`src/rtl/dpu_pkg.sv`:
```
package dpu_pkg;

  localparam int DP_COUNT = 2;

  typedef enum logic [1:0] {
    SEL_DP0  = 2'd0,
    SEL_DP1  = 2'd1,
    SEL_FP   = 2'd2,
    SEL_NONE = 2'd3
  } ptrSel_e;

  typedef enum logic [1:0] {
    ADJ_NONE = 2'd0,
    ADJ_INC  = 2'd1,
    ADJ_DEC  = 2'd2,
    ADJ_RSVD = 2'd3
  } adjMode_e;

  typedef enum logic [1:0] {
    SRC_DP0  = 2'd0,
    SRC_DP1  = 2'd1,
    SRC_FP   = 2'd2,
    SRC_ZERO = 2'd3
  } addrSrc_e;

  // Strobes from control to datapath
  typedef struct packed {
    logic [DP_COUNT-1:0] dpInc;
    logic [DP_COUNT-1:0] dpDec;
    logic                offsInc;
    logic                offsDec;
    logic                preAdj;   // address taken from the adjusted value
    addrSrc_e            addrSrc;
  } dpuStrobe_t;

endpackage

```
`src/rtl/dpu_ctrl.sv`:
```
module dpu_ctrl
  import dpu_pkg::*;
(
  input  logic       accValid,
  input  logic [1:0] accSel,
  input  logic       accWrite,
  input  logic [1:0] accAdj,
  output dpuStrobe_t strobe
);

  logic selValid;
  logic incReq;
  logic decReq;

  always_comb begin
    selValid = accValid && (accSel != SEL_NONE);
    incReq   = selValid && (accAdj == ADJ_INC);
    decReq   = selValid && (accAdj == ADJ_DEC);
  end

  for (genvar i = 0; i < DP_COUNT; i++) begin : g_dpStrobe
    always_comb begin
      strobe.dpInc[i] = incReq && (accSel == 2'(i));
      strobe.dpDec[i] = decReq && (accSel == 2'(i));
    end
  end

  always_comb begin
    strobe.offsInc = incReq && (accSel == SEL_FP);
    strobe.offsDec = decReq && (accSel == SEL_FP);
    strobe.preAdj  = accWrite;
    unique case (accSel)
      SEL_DP0: strobe.addrSrc = SRC_DP0;
      SEL_DP1: strobe.addrSrc = SRC_DP1;
      SEL_FP:  strobe.addrSrc = SRC_FP;
      default: strobe.addrSrc = SRC_ZERO;
    endcase
  end

endmodule

```
`src/rtl/dpu_datapath.sv`:
```
module dpu_datapath
  import dpu_pkg::*;
#(
  parameter int ADDR_W = 16,
  parameter int OFFS_W = 8
) (
  input  logic                             clk,
  input  logic                             rst_n,
  input  dpuStrobe_t                       strobe,
  input  logic [DP_COUNT-1:0]              ldDp,
  input  logic [DP_COUNT-1:0][ADDR_W-1:0]  ldDpVal,
  input  logic                             ldBase,
  input  logic [ADDR_W-1:0]                ldBaseVal,
  input  logic                             ldOffs,
  input  logic [OFFS_W-1:0]                ldOffsVal,
  output logic [ADDR_W-1:0]                effAddr,
  output logic [DP_COUNT-1:0][ADDR_W-1:0]  dpQ,
  output logic [ADDR_W-1:0]                baseQ,
  output logic [OFFS_W-1:0]                offsQ
);

  localparam int PAD_W = ADDR_W - OFFS_W;
  localparam logic [ADDR_W-1:0] ONE_A = ADDR_W'(1);
  localparam logic [OFFS_W-1:0] ONE_O = OFFS_W'(1);

  logic [DP_COUNT-1:0][ADDR_W-1:0] dpAdj;
  logic [DP_COUNT-1:0][ADDR_W-1:0] dpAddr;
  logic [OFFS_W-1:0]               offsAdj;
  logic [OFFS_W-1:0]               offsUse;
  logic [ADDR_W-1:0]               fpAddr;

  for (genvar i = 0; i < DP_COUNT; i++) begin : g_dp
    always_comb begin
      if (strobe.dpInc[i])      dpAdj[i] = dpQ[i] + ONE_A;
      else if (strobe.dpDec[i]) dpAdj[i] = dpQ[i] - ONE_A;
      else                      dpAdj[i] = dpQ[i];
      dpAddr[i] = strobe.preAdj ? dpAdj[i] : dpQ[i];
    end

    always_ff @(posedge clk or negedge rst_n) begin
      if (!rst_n)                                  dpQ[i] <= '0;
      else if (ldDp[i])                            dpQ[i] <= ldDpVal[i];
      else if (strobe.dpInc[i] || strobe.dpDec[i]) dpQ[i] <= dpAdj[i];
    end
  end

  always_comb begin
    if (strobe.offsInc)      offsAdj = offsQ + ONE_O;
    else if (strobe.offsDec) offsAdj = offsQ - ONE_O;
    else                     offsAdj = offsQ;
    offsUse = strobe.preAdj ? offsAdj : offsQ;
    fpAddr  = baseQ + {{PAD_W{1'b0}}, offsUse};
  end

  always_ff @(posedge clk or negedge rst_n) begin
    if (!rst_n)                                  offsQ <= '0;
    else if (ldOffs)                             offsQ <= ldOffsVal;
    else if (strobe.offsInc || strobe.offsDec)   offsQ <= offsAdj;
  end

  always_ff @(posedge clk or negedge rst_n) begin
    if (!rst_n)      baseQ <= '0;
    else if (ldBase) baseQ <= ldBaseVal;
  end

  always_comb begin
    unique case (strobe.addrSrc)
      SRC_DP0: effAddr = dpAddr[0];
      SRC_DP1: effAddr = dpAddr[1];
      SRC_FP:  effAddr = fpAddr;
      default: effAddr = '0;
    endcase
  end

endmodule

```
`src/rtl/addr_ptr_unit.sv`:
```
module addr_ptr_unit
  import dpu_pkg::*;
#(
  parameter int ADDR_W = 16,
  parameter int OFFS_W = 8
) (
  input  logic              clk,
  input  logic              rst_n,
  input  logic              accValid,
  input  logic [1:0]        accSel,
  input  logic              accWrite,
  input  logic [1:0]        accAdj,
  input  logic              ldDp0,
  input  logic [ADDR_W-1:0] ldDp0Val,
  input  logic              ldDp1,
  input  logic [ADDR_W-1:0] ldDp1Val,
  input  logic              ldBase,
  input  logic [ADDR_W-1:0] ldBaseVal,
  input  logic              ldOffs,
  input  logic [OFFS_W-1:0] ldOffsVal,
  output logic [ADDR_W-1:0] effAddr,
  output logic [ADDR_W-1:0] dp0Q,
  output logic [ADDR_W-1:0] dp1Q,
  output logic [ADDR_W-1:0] baseQ,
  output logic [OFFS_W-1:0] offsQ
);

  dpuStrobe_t                      strobe;
  logic [DP_COUNT-1:0][ADDR_W-1:0] dpQ;

  dpu_ctrl u_ctrl (
    .accValid (accValid),
    .accSel   (accSel),
    .accWrite (accWrite),
    .accAdj   (accAdj),
    .strobe   (strobe)
  );

  dpu_datapath #(
    .ADDR_W (ADDR_W),
    .OFFS_W (OFFS_W)
  ) u_dp (
    .clk       (clk),
    .rst_n     (rst_n),
    .strobe    (strobe),
    .ldDp      ({ldDp1, ldDp0}),
    .ldDpVal   ({ldDp1Val, ldDp0Val}),
    .ldBase    (ldBase),
    .ldBaseVal (ldBaseVal),
    .ldOffs    (ldOffs),
    .ldOffsVal (ldOffsVal),
    .effAddr   (effAddr),
    .dpQ       (dpQ),
    .baseQ     (baseQ),
    .offsQ     (offsQ)
  );

  assign dp0Q = dpQ[0];
  assign dp1Q = dpQ[1];

endmodule

```
`config.mk`:
```
export PLATFORM = sky130hd
export DESIGN_NAME = addr_ptr_unit
export DESIGN_NICKNAME = d
export VERILOG_FILES = /design/src/rtl/dpu_pkg.sv /design/src/rtl/dpu_ctrl.sv /design/src/rtl/dpu_datapath.sv /design/src/rtl/addr_ptr_unit.sv
export SDC_FILE = /design/constraint.sdc
export NUM_CORES = 1
export LEC_CHECK = 0
export ABC_AREA = 1
export CORE_ASPECT_RATIO = 0.6
export CORE_UTILIZATION = 39
export DETAILED_ROUTE_END_ITERATION = 12
export PLACE_DENSITY = 0.67
export RECOVER_POWER = 25
export REMOVE_ABC_BUFFERS = 1
export SLEW_MARGIN = 10
export SYNTH_ARGS = -nofsm -noshare
export SYNTH_HDL_FRONTEND = slang
export SYNTH_SLANG_ARGS = --single-unit
```
`constraint.sdc`:
```
create_clock -name clk -period 5.9 [get_ports clk]
set_input_delay 1.18 -clock clk [delete_from_list [all_inputs] [get_ports clk]]
set_output_delay 1.18 -clock clk [all_outputs]
set_load 0.005 [all_outputs]
```
* Word level (Yosys, flattened, before mapping)
Cells that the tools add are included.
Storage, ports and cells: memories kept 0, output and inout port bits 72, register bits after elaboration 56, logic and storage cells 52, ROM bits 0, bits of input ports 68, RAM bits 0, latch bits 0
Operators by class: multiplexer cells 17, order comparisons 0, divide/modulo/power cells 0, shifts and indexed selects 0, bitwise gates (word level) 0, reductions and logical operators 17, $mul 0, add/sub/neg operators 7, equality and inequality tests 7
Operators by type and width (count):
- two-way mux 16 bit | 10
- one-hot mux 16 bit (3 select lines) | 1
- two-way mux 8 bit | 5
- adder 16 x 1 -> 16 bit (second input constant) | 2
- subtractor 16 x 1 -> 16 bit (second input constant) | 2
- adder 16 x 8 -> 16 bit | 1
- logical AND 1 bit | 9
- adder 8 x 1 -> 8 bit (second input constant) | 1
- subtractor 8 x 1 -> 8 bit (second input constant) | 1
- equality test 2 x 1 -> 1 bit (second input constant) | 3
- equality test 2 bit (second input constant) | 3
- one-hot mux 2 bit (3 select lines) | 1
- nonzero test 2 bit | 3
- zero test 2 bit | 2
- logical OR 1 bit | 3
- != test 2 bit (second input constant) | 1

* Depth between registers and ports, before layout
Gate-level depths: netlist of the first run.
word-level depth 9, mapped depth 20, mapped depth without buffers 20

* Cells and area by module
Synthesis of the first run repeated with hierarchy kept, for this count alone.
Unflattened totals: cells, all modules 787, area total of the unflattened synthesis 4992.3 um^2
By module, submodules not included:
- dpu_datapath | sequential area each 1401.3 um^2, area an instance 4893.4 um^2, cells an instance 767, instances 1
- dpu_ctrl | sequential area each 0.0 um^2, area an instance 98.8 um^2, cells an instance 20, instances 1

* Worst setup path after synthesis of the first run
No wires, ideal clock.
kind input -> output, start input accSel[0], end output effAddr[10], data required time 4.720 ns, data arrival time 3.428 ns, setup slack 1.292 ns, cell stages on the path 20, buffers on the path 0, cells stage by stage nand2_1 -> nand2_4 -> nor2_4 -> nand2_1 -> nand2_1 -> xor2_1 -> o21ai_0 -> ha_1 -> inv_1 -> fa_1 -> inv_1 -> nand3_1 -> nand2_1 -> nand2_1 -> nand2_1 -> nand2_1 -> o21ai_0 -> nor2_1 -> a21oi_1 -> nand2_1
Between the ends: word-level cells in the longest chain between the ends 9, elaborated cells on any way between the ends 28, classes of those cells add/sub: 1; eq/ne: 5; mux: 11; reduce/logical: 11
Ends and longest elaborated chain:
- from (decl) | line addr_ptr_unit.sv:10 | input logic [1:0] accSel,
- != test 2 bit | line dpu_ctrl.sv:16 | selValid = accValid && (accSel != SEL_NONE);
- logical AND 1 bit | line dpu_ctrl.sv:16
- logical AND 1 bit | line dpu_ctrl.sv:18 | decReq = selValid && (accAdj == ADJ_DEC);
- logical AND 1 bit | line dpu_ctrl.sv:30 | strobe.offsDec = decReq && (accSel == SEL_FP);
- two-way mux 8 bit | line dpu_datapath.sv:49 | else if (strobe.offsDec) offsAdj = offsQ - ONE_O;
- two-way mux 8 bit | line dpu_datapath.sv:48 | if (strobe.offsInc) offsAdj = offsQ + ONE_O;
- two-way mux 8 bit | line dpu_datapath.sv:51 | offsUse = strobe.preAdj ? offsAdj : offsQ;
- adder 16 x 8 -> 16 bit | line dpu_datapath.sv:52 | fpAddr = baseQ + {{PAD_W{1'b0}}, offsUse};
- one-hot mux 16 bit (3 select lines) * | line dpu_datapath.sv:67 | unique case (strobe.addrSrc)
- to (decl) | line addr_ptr_unit.sv:21 | output logic [ADDR_W-1:0] effAddr,
Mark *: on every way between the ends. The rest lies on a longest branch, timed or not.

* Final worst setup path of the first run
start input accSel[0], end output effAddr[9]
Same word-level chain as after synthesis.

==> flow_summary.toml, run 1 <==
[synth]
ys_ff_latch = 56
avgSynthCellArea_um2 = 6.23
ys_top_cells_by_area = "dfrtp_1 27%, nand2_1 21%, nand3_1 7.7%"
yosys_warnings = 0
synthesis.area_um2 = 5210
seq_area_frac_synth_pct = 26.9
yosysTopAreaCell = "dfrtp_1"
synthCells = 836
synth_top_cell_area_share_pct = 26.9
synth_cell_types = 39

[die]
core_area_um2 = 12900
initial_core_util_pct = 40.3
top_level_ports = 140
dieArea_um2 = 13800
die_h_um = 91.5
row_count = 32
die_w_um = 151

[outcome]
status = "finished with violations"
violations = "capacitance limit, slew limit"

[clocking]
cts_sinks = 56
hold_buffers = 0
htreeDepth = 2
clk_pin_slew_ns = 0.07
cts_buffer_depth = 2
numCtsBuffers = 5
cts_root_buffer = "clkbuf_16"
cts_tree = "built"
worstSkewPairLatency_ns = 0.31

[global_route]
antenna_found_initial = 0
overflow = 0
grt_max_degree = 57
track_usage_pct = 26.4
grt_pass1_wl_um = 28500
grt_pass1_vias = 5451

[timing]
fin_crit_ns = 5.67
drv_slew = 57
whs_ns = 0.587
hold_viol_final = 0
min_period_over_period_pct = 96.1
rsz0062_at_grt = "yes"
setup_viol = 0
finClkSkew_ns = 0.0111
fmax_mhz = 176
timing.slew.headroom_pct = -109
tightest_slew_ns = 3.13

[critical_path]
critical_path_class = "primary input to primary output"
critPathLaunchType = "primary input"
worst_ep_arrival_time_ns = 4.49
rr_worst_depth = 10
r2r_slack_ns = 3.98
worstSetupEndpointType = "primary output"
required_ns = 4.72
worst-path-max-fanout = 6

[power]
power.density_nw_per_um2 = 190
p_leak_nw = 3.38
power.total_mw = 1.33
peakVddDrop_mv = 0.132

[cells_and_area]
n_fill_cell = 1295
final_common_cell = "nand2_1"
drive_gt1_share_pct = 7.02
post-route-util_pct = 54.1
syn_to_final_growth_pct = 34.2
fin_nets = 1052
antenna_cells = 0
final_cell_mix = "283 x nand2_1, 138 x clkdlybuf4s50_1, 81 x inv_1, 80 x nand3_1, 60 x o21ai_0"
design_area_um2 = 6990

[drt]
drtIter0Drc = 571
vias = 5930
drt_pre_antenna_iters = 5
drcViolationCount = 0
wire_per_inst_um = 15.5
drt_wl_total_um = 17600
ant_nets = 0
viasPerCell = 5.21

[job]
cap_violations = 1

[hold_path]
hp-class = "register to register"
hold_path_depth = 1

[placed_design]
globalplace.congestion = 0.894
place_area_um2 = 6750
dp_hpwl_um = 13500
port_buffers = 139
area by class of cell:
type | instances | area (µm²) | area share (%)
multi-input combinational | 668 | 3420 | 48.9
timing repair buffer | 151 | 1480 | 21.2
sequential | 56 | 1400 | 20.0
inverter | 85 | 319 | 4.56
tap | 170 | 213 | 3.04
clock buffer | 6 | 129 | 1.84
clock inverter | 2 | 35.0 | 0.501
power breakdown:
group	internal [mW]	switching (mW)	leakage [nW]
sequential	0.420	0.0658	0.677
clock	0.201	0.153	0.0808
combinational	0.237	0.256	2.63
total	0.857	0.474	3.38
worst max-delay path, stage by stage:
cell and delay, ns:
clkdlybuf4s50_1 0.41, buf_4 0.16, nor2_4 0.20, nand2_4 0.11, nor2_1 0.16, nand2_1 0.08, nand2_1 0.07, xor2_1 0.21
o21ai_0 0.16, ha_1 0.37, a21oi_2 0.20, nand2_1 0.12, a21oi_1 0.21, xor2_1 0.16, nand2_1 0.06, nand3_1 0.11
clkdlybuf4s50_1 0.51
flip-flops by register name (all words and copies together) (netlist names):
register and count:
u_dp.baseQ 16, u_dp.dpQ 32, u_dp.offsQ 8
worst paths after layout:
check,start,endpoint
max,accSel[0],effAddr[9]
min reg2reg,u_dp.baseQ[0]$_DFFE_PN0P_,u_dp.baseQ[0]$_DFFE_PN0P_
min in group asynchronous,rst_n,u_dp.dpQ[16]$_DFFE_PN0P_
min,u_dp.baseQ[0]$_DFFE_PN0P_,u_dp.baseQ[0]$_DFFE_PN0P_
max in group asynchronous,rst_n,u_dp.dpQ[9]$_DFFE_PN0P_
max reg2reg,u_dp.dpQ[16]$_DFFE_PN0P_,u_dp.dpQ[26]$_DFFE_PN0P_
metal layers:
layer  GRT usage (%)  routed length, µm  vias to the layer above
li1                -                  -                     3011
met1            41.5               9050                     2629
met2            37.3               6950                      278
met3            4.47               1530                       12
met4            3.67                113                        0
met5               0                  0                        -
cells by family (layout without fill, tap and decap cells):
kind of cell	after synthesis	after routing	synth area share [%]
buffers and inverters	112	244	8.79
muxes	9	9	1.94
and+or+nand+nor	472	472	39.1
adders and majority gates	17	17	4.23
AOI/OAI and AO/OA	152	152	16.1
DFF	56	56	26.9
xor gates and xnor gates	18	18	3.03
timing repair:
| action | in CTS | in global routing |
|---|---|---|
| pin swaps | 0 | 4 |
| setup endpoints to repair | 1 | 10 |
| setup buffers | 0 | 2 |
| gates resized for setup | 1 | 18 |
| cloned | 0 | 0 |
per-stage QoR:
stage               setup slack (ns)  std cells  setup TNS, ns
global placement              0.0780       1128              0
CTS                           0.0148       1136              0
detailed placement           0.00259       1128              0
global route                 -0.0346       1138        -0.0502
finish                         0.232       1138              0
floorplan                       1.01        809              0
Yosys cell counts:
cell type	n
a21oi_1	52
nand3_1	80
xor2_1	17
o21a_1	1
nor3_1	12
nor2_2	2
nor2_4	2
inv_2	4
o21ai_0	62
nand3b_1	1
nand2_2	6
fa_1	1
and2_1	1
o22ai_2	1
or2_0	1
buf_6	4
o21ai_1	10
clkbuf_1	17
ha_1	16
dfrtp_1	56
inv_1	81
o21bai_1	1
nand2_4	4
a31oi_1	2
a21o_1	8
o221ai_1	1
o21ai_2	4
nor3_4	2
nand2_1	287
or2_2	4
mux2_2	9
nor2_1	54
o22ai_1	2
clkbuf_2	2
o211ai_1	8
buf_2	4
nand4_1	15
nor4_1	1
xnor2_1	1
(Power assumes the default switching activity.)
==> run 2: changes to the inputs <==
- CELL_PAD_IN_SITES_DETAIL_PLACEMENT: default -> 1
- CELL_PAD_IN_SITES_GLOBAL_PLACEMENT: default -> 1
- CORE_UTILIZATION: 39 -> 37
- PLACE_DENSITY: 0.67 -> default
- PLACE_DENSITY_LB_ADDON: default -> 0.1
==> run 2 against run 1 <==
Effect of this change: the flow still finishes with violations (capacitance limit, slew limit); register-to-register slack got worse by 0.18 ns; worst hold slack got worse by 0.027 ns; core utilization decreased by 1.8 points; combinational power increased by 8.9%; global-route usage increased by 4.4 points; cell count increased by 3.2%; critical path depth decreased by 1; via count increased by 8.2%; worst setup slack got worse by 0.11 ns; power increased by 0.36%; critical endpoint is now effAddr[7]; highest routed layer unchanged.
==> flow_summary.toml, run 2 (same netlist as run 1, synthesis figures left out) <==
[outcome]
status = "finished with violations"
violations = "capacitance limit, slew limit"

[critical_path]
r2r_slack_ns = 3.80
worst_ep_arrival_time_ns = 4.60
critical_path_class = "primary input to primary output"
critPathLaunchType = "primary input"
worstSetupEndpointType = "primary output"
required_ns = 4.72
worst-path-max-fanout = 6

[cells_and_area]
antenna_cells = 0
final_common_cell = "nand2_1"
final_cell_mix = "282 x nand2_1, 134 x clkdlybuf4s50_1, 80 x inv_1, 80 x nand3_1, 56 x dfrtp_1"
drive_gt1_share_pct = 9.67
syn_to_final_growth_pct = 37.5
regMostFlops = "u_dp.dpQ"
multi_input_area_um2 = 3470
n_fill_cell = 1846
reg_top3 = "u_dp.dpQ (32), u_dp.baseQ (16), u_dp.offsQ (8)"
largest_register_ffs = 32
fin_nets = 1067
ff_latch_area_um2 = 1400

[power]
p_leak_nw = 3.49
power.density_nw_per_um2 = 187
peakVddDrop_mv = 0.112
power.total_mw = 1.34

[die]
top_level_ports = 140
die_h_um = 93.9
core_area_um2 = 13700
die_w_um = 155
dieArea_um2 = 14600
initial_core_util_pct = 38.0
row_count = 33

[drt]
ant_nets = 0
wire_per_inst_um = 19.1
drtIter0Drc = 403
vias = 6417
drt_pre_antenna_iters = 7
drcViolationCount = 0
drt_wl_total_um = 22400
viasPerCell = 5.47

[clocking]
worstSkewPairLatency_ns = 0.31
clk_pin_slew_ns = 0.07
cts_root_buffer = "clkbuf_16"
hold_buffers = 0
cts_buffer_depth = 2
cts_sinks = 56
htreeDepth = 2
numCtsBuffers = 5
cts_tree = "built"

[placed_design]
dp_hpwl_um = 17400
port_buffers = 139
globalplace.congestion = 0.943
place_ws_ns = -0.175

[hold_path]
hp-class = "register to register"

[global_route]
grt_pass1_wl_um = 34100
track_usage_pct = 30.7
grt-busiest-layer = "met2"
overflow = 0
grt_pass1_vias = 6326
met1_usage_pct = 45.1
met3_usage_pct = 5.07
antenna_found_initial = 0
gr-usage-met2_pct = 46.5
grt_max_degree = 57

[timing]
whs_ns = 0.560
fmax_mhz = 173
finClkSkew_ns = 0.00622
fin_crit_ns = 5.78
drv_slew = 57
setup_viol = 0
timing.slew.headroom_pct = -119
tightest_slew_ns = 3.28
min_period_over_period_pct = 98.0
setup_tns_ns = 0
hold_viol_final = 0
setup_ws_ns = 0.118

[job]
cap_violations = 1
## run 2: critical path, cell delays in order
cell and delay (ns):
clkdlybuf4s50_1 0.52, nand2_2 0.11, nor2_4 0.15, nand2_4 0.11, o22ai_2 0.17, xor2_1 0.20, o21ai_1 0.10, ha_1 0.39
a21oi_1 0.17, nand2_1 0.10, buf_4 0.15, nand4_1 0.07, nand2_1 0.12, o21ai_0 0.42, nand3_1 0.17, clkdlybuf4s50_1 0.47
## run 2: layout make-up
| type | instances | area share [%] |
|---|---|---|
| multi-input combinational | 668 | 48.4 |
| timing repair buffer | 166 | 22.3 |
| sequential | 56 | 19.6 |
| inverter | 85 | 4.45 |
| tap | 192 | 3.35 |
| clock buffer | 6 | 1.80 |
| clock inverter | 1 | 0.0699 |
## run 2: power breakdown
part / internal (mW) / switching, mW
Clock: 0.156 / 0.154
Sequential: 0.420 / 0.0699
Combinational: 0.252 / 0.285
Total: 0.827 / 0.509
## run 2: repair_timing
item / CTS / global route
hold endpoints to repair: 0 / 0
resized for setup: 8 / 34
pin swaps: 1 / 14
setup buffers: 0 / 9
setup endpoints to repair: 9 / 9
## run 2: per-stage QoR
step	std cells	util (%)	cell area [µm²]
5_1_grt	1174	52.3	7160
3_5_place_dp	1158	49.9	6830
2_1_floorplan	809	-	5070
6_report	1174	52.3	7160
4_1_cts	1165	51.0	6990
3_3_place_gp	1158	49.9	6830
## run 2: path summary, 6_finish.rpt
path	from	end	cells past startpoint
max	accAdj[1]	effAddr[7]	16
min	u_dp.baseQ[2]$_DFFE_PN0P_	u_dp.baseQ[2]$_DFFE_PN0P_	1
max reg2reg	u_dp.dpQ[6]$_DFFE_PN0P_	u_dp.dpQ[13]$_DFFE_PN0P_	6
min reg2reg	u_dp.baseQ[2]$_DFFE_PN0P_	u_dp.baseQ[2]$_DFFE_PN0P_	1
max in group asynchronous	rst_n	u_dp.dpQ[26]$_DFFE_PN0P_	2
min in group asynchronous	rst_n	u_dp.dpQ[14]$_DFFE_PN0P_	2
## run 2: routing by layer
metal | share of wire [%] | routed length [µm]
met5 | 0 | 0
met4 | 1.8 | 403
met3 | 6.3 | 1410
met2 | 42 | 9410
met1 | 50 | 11200
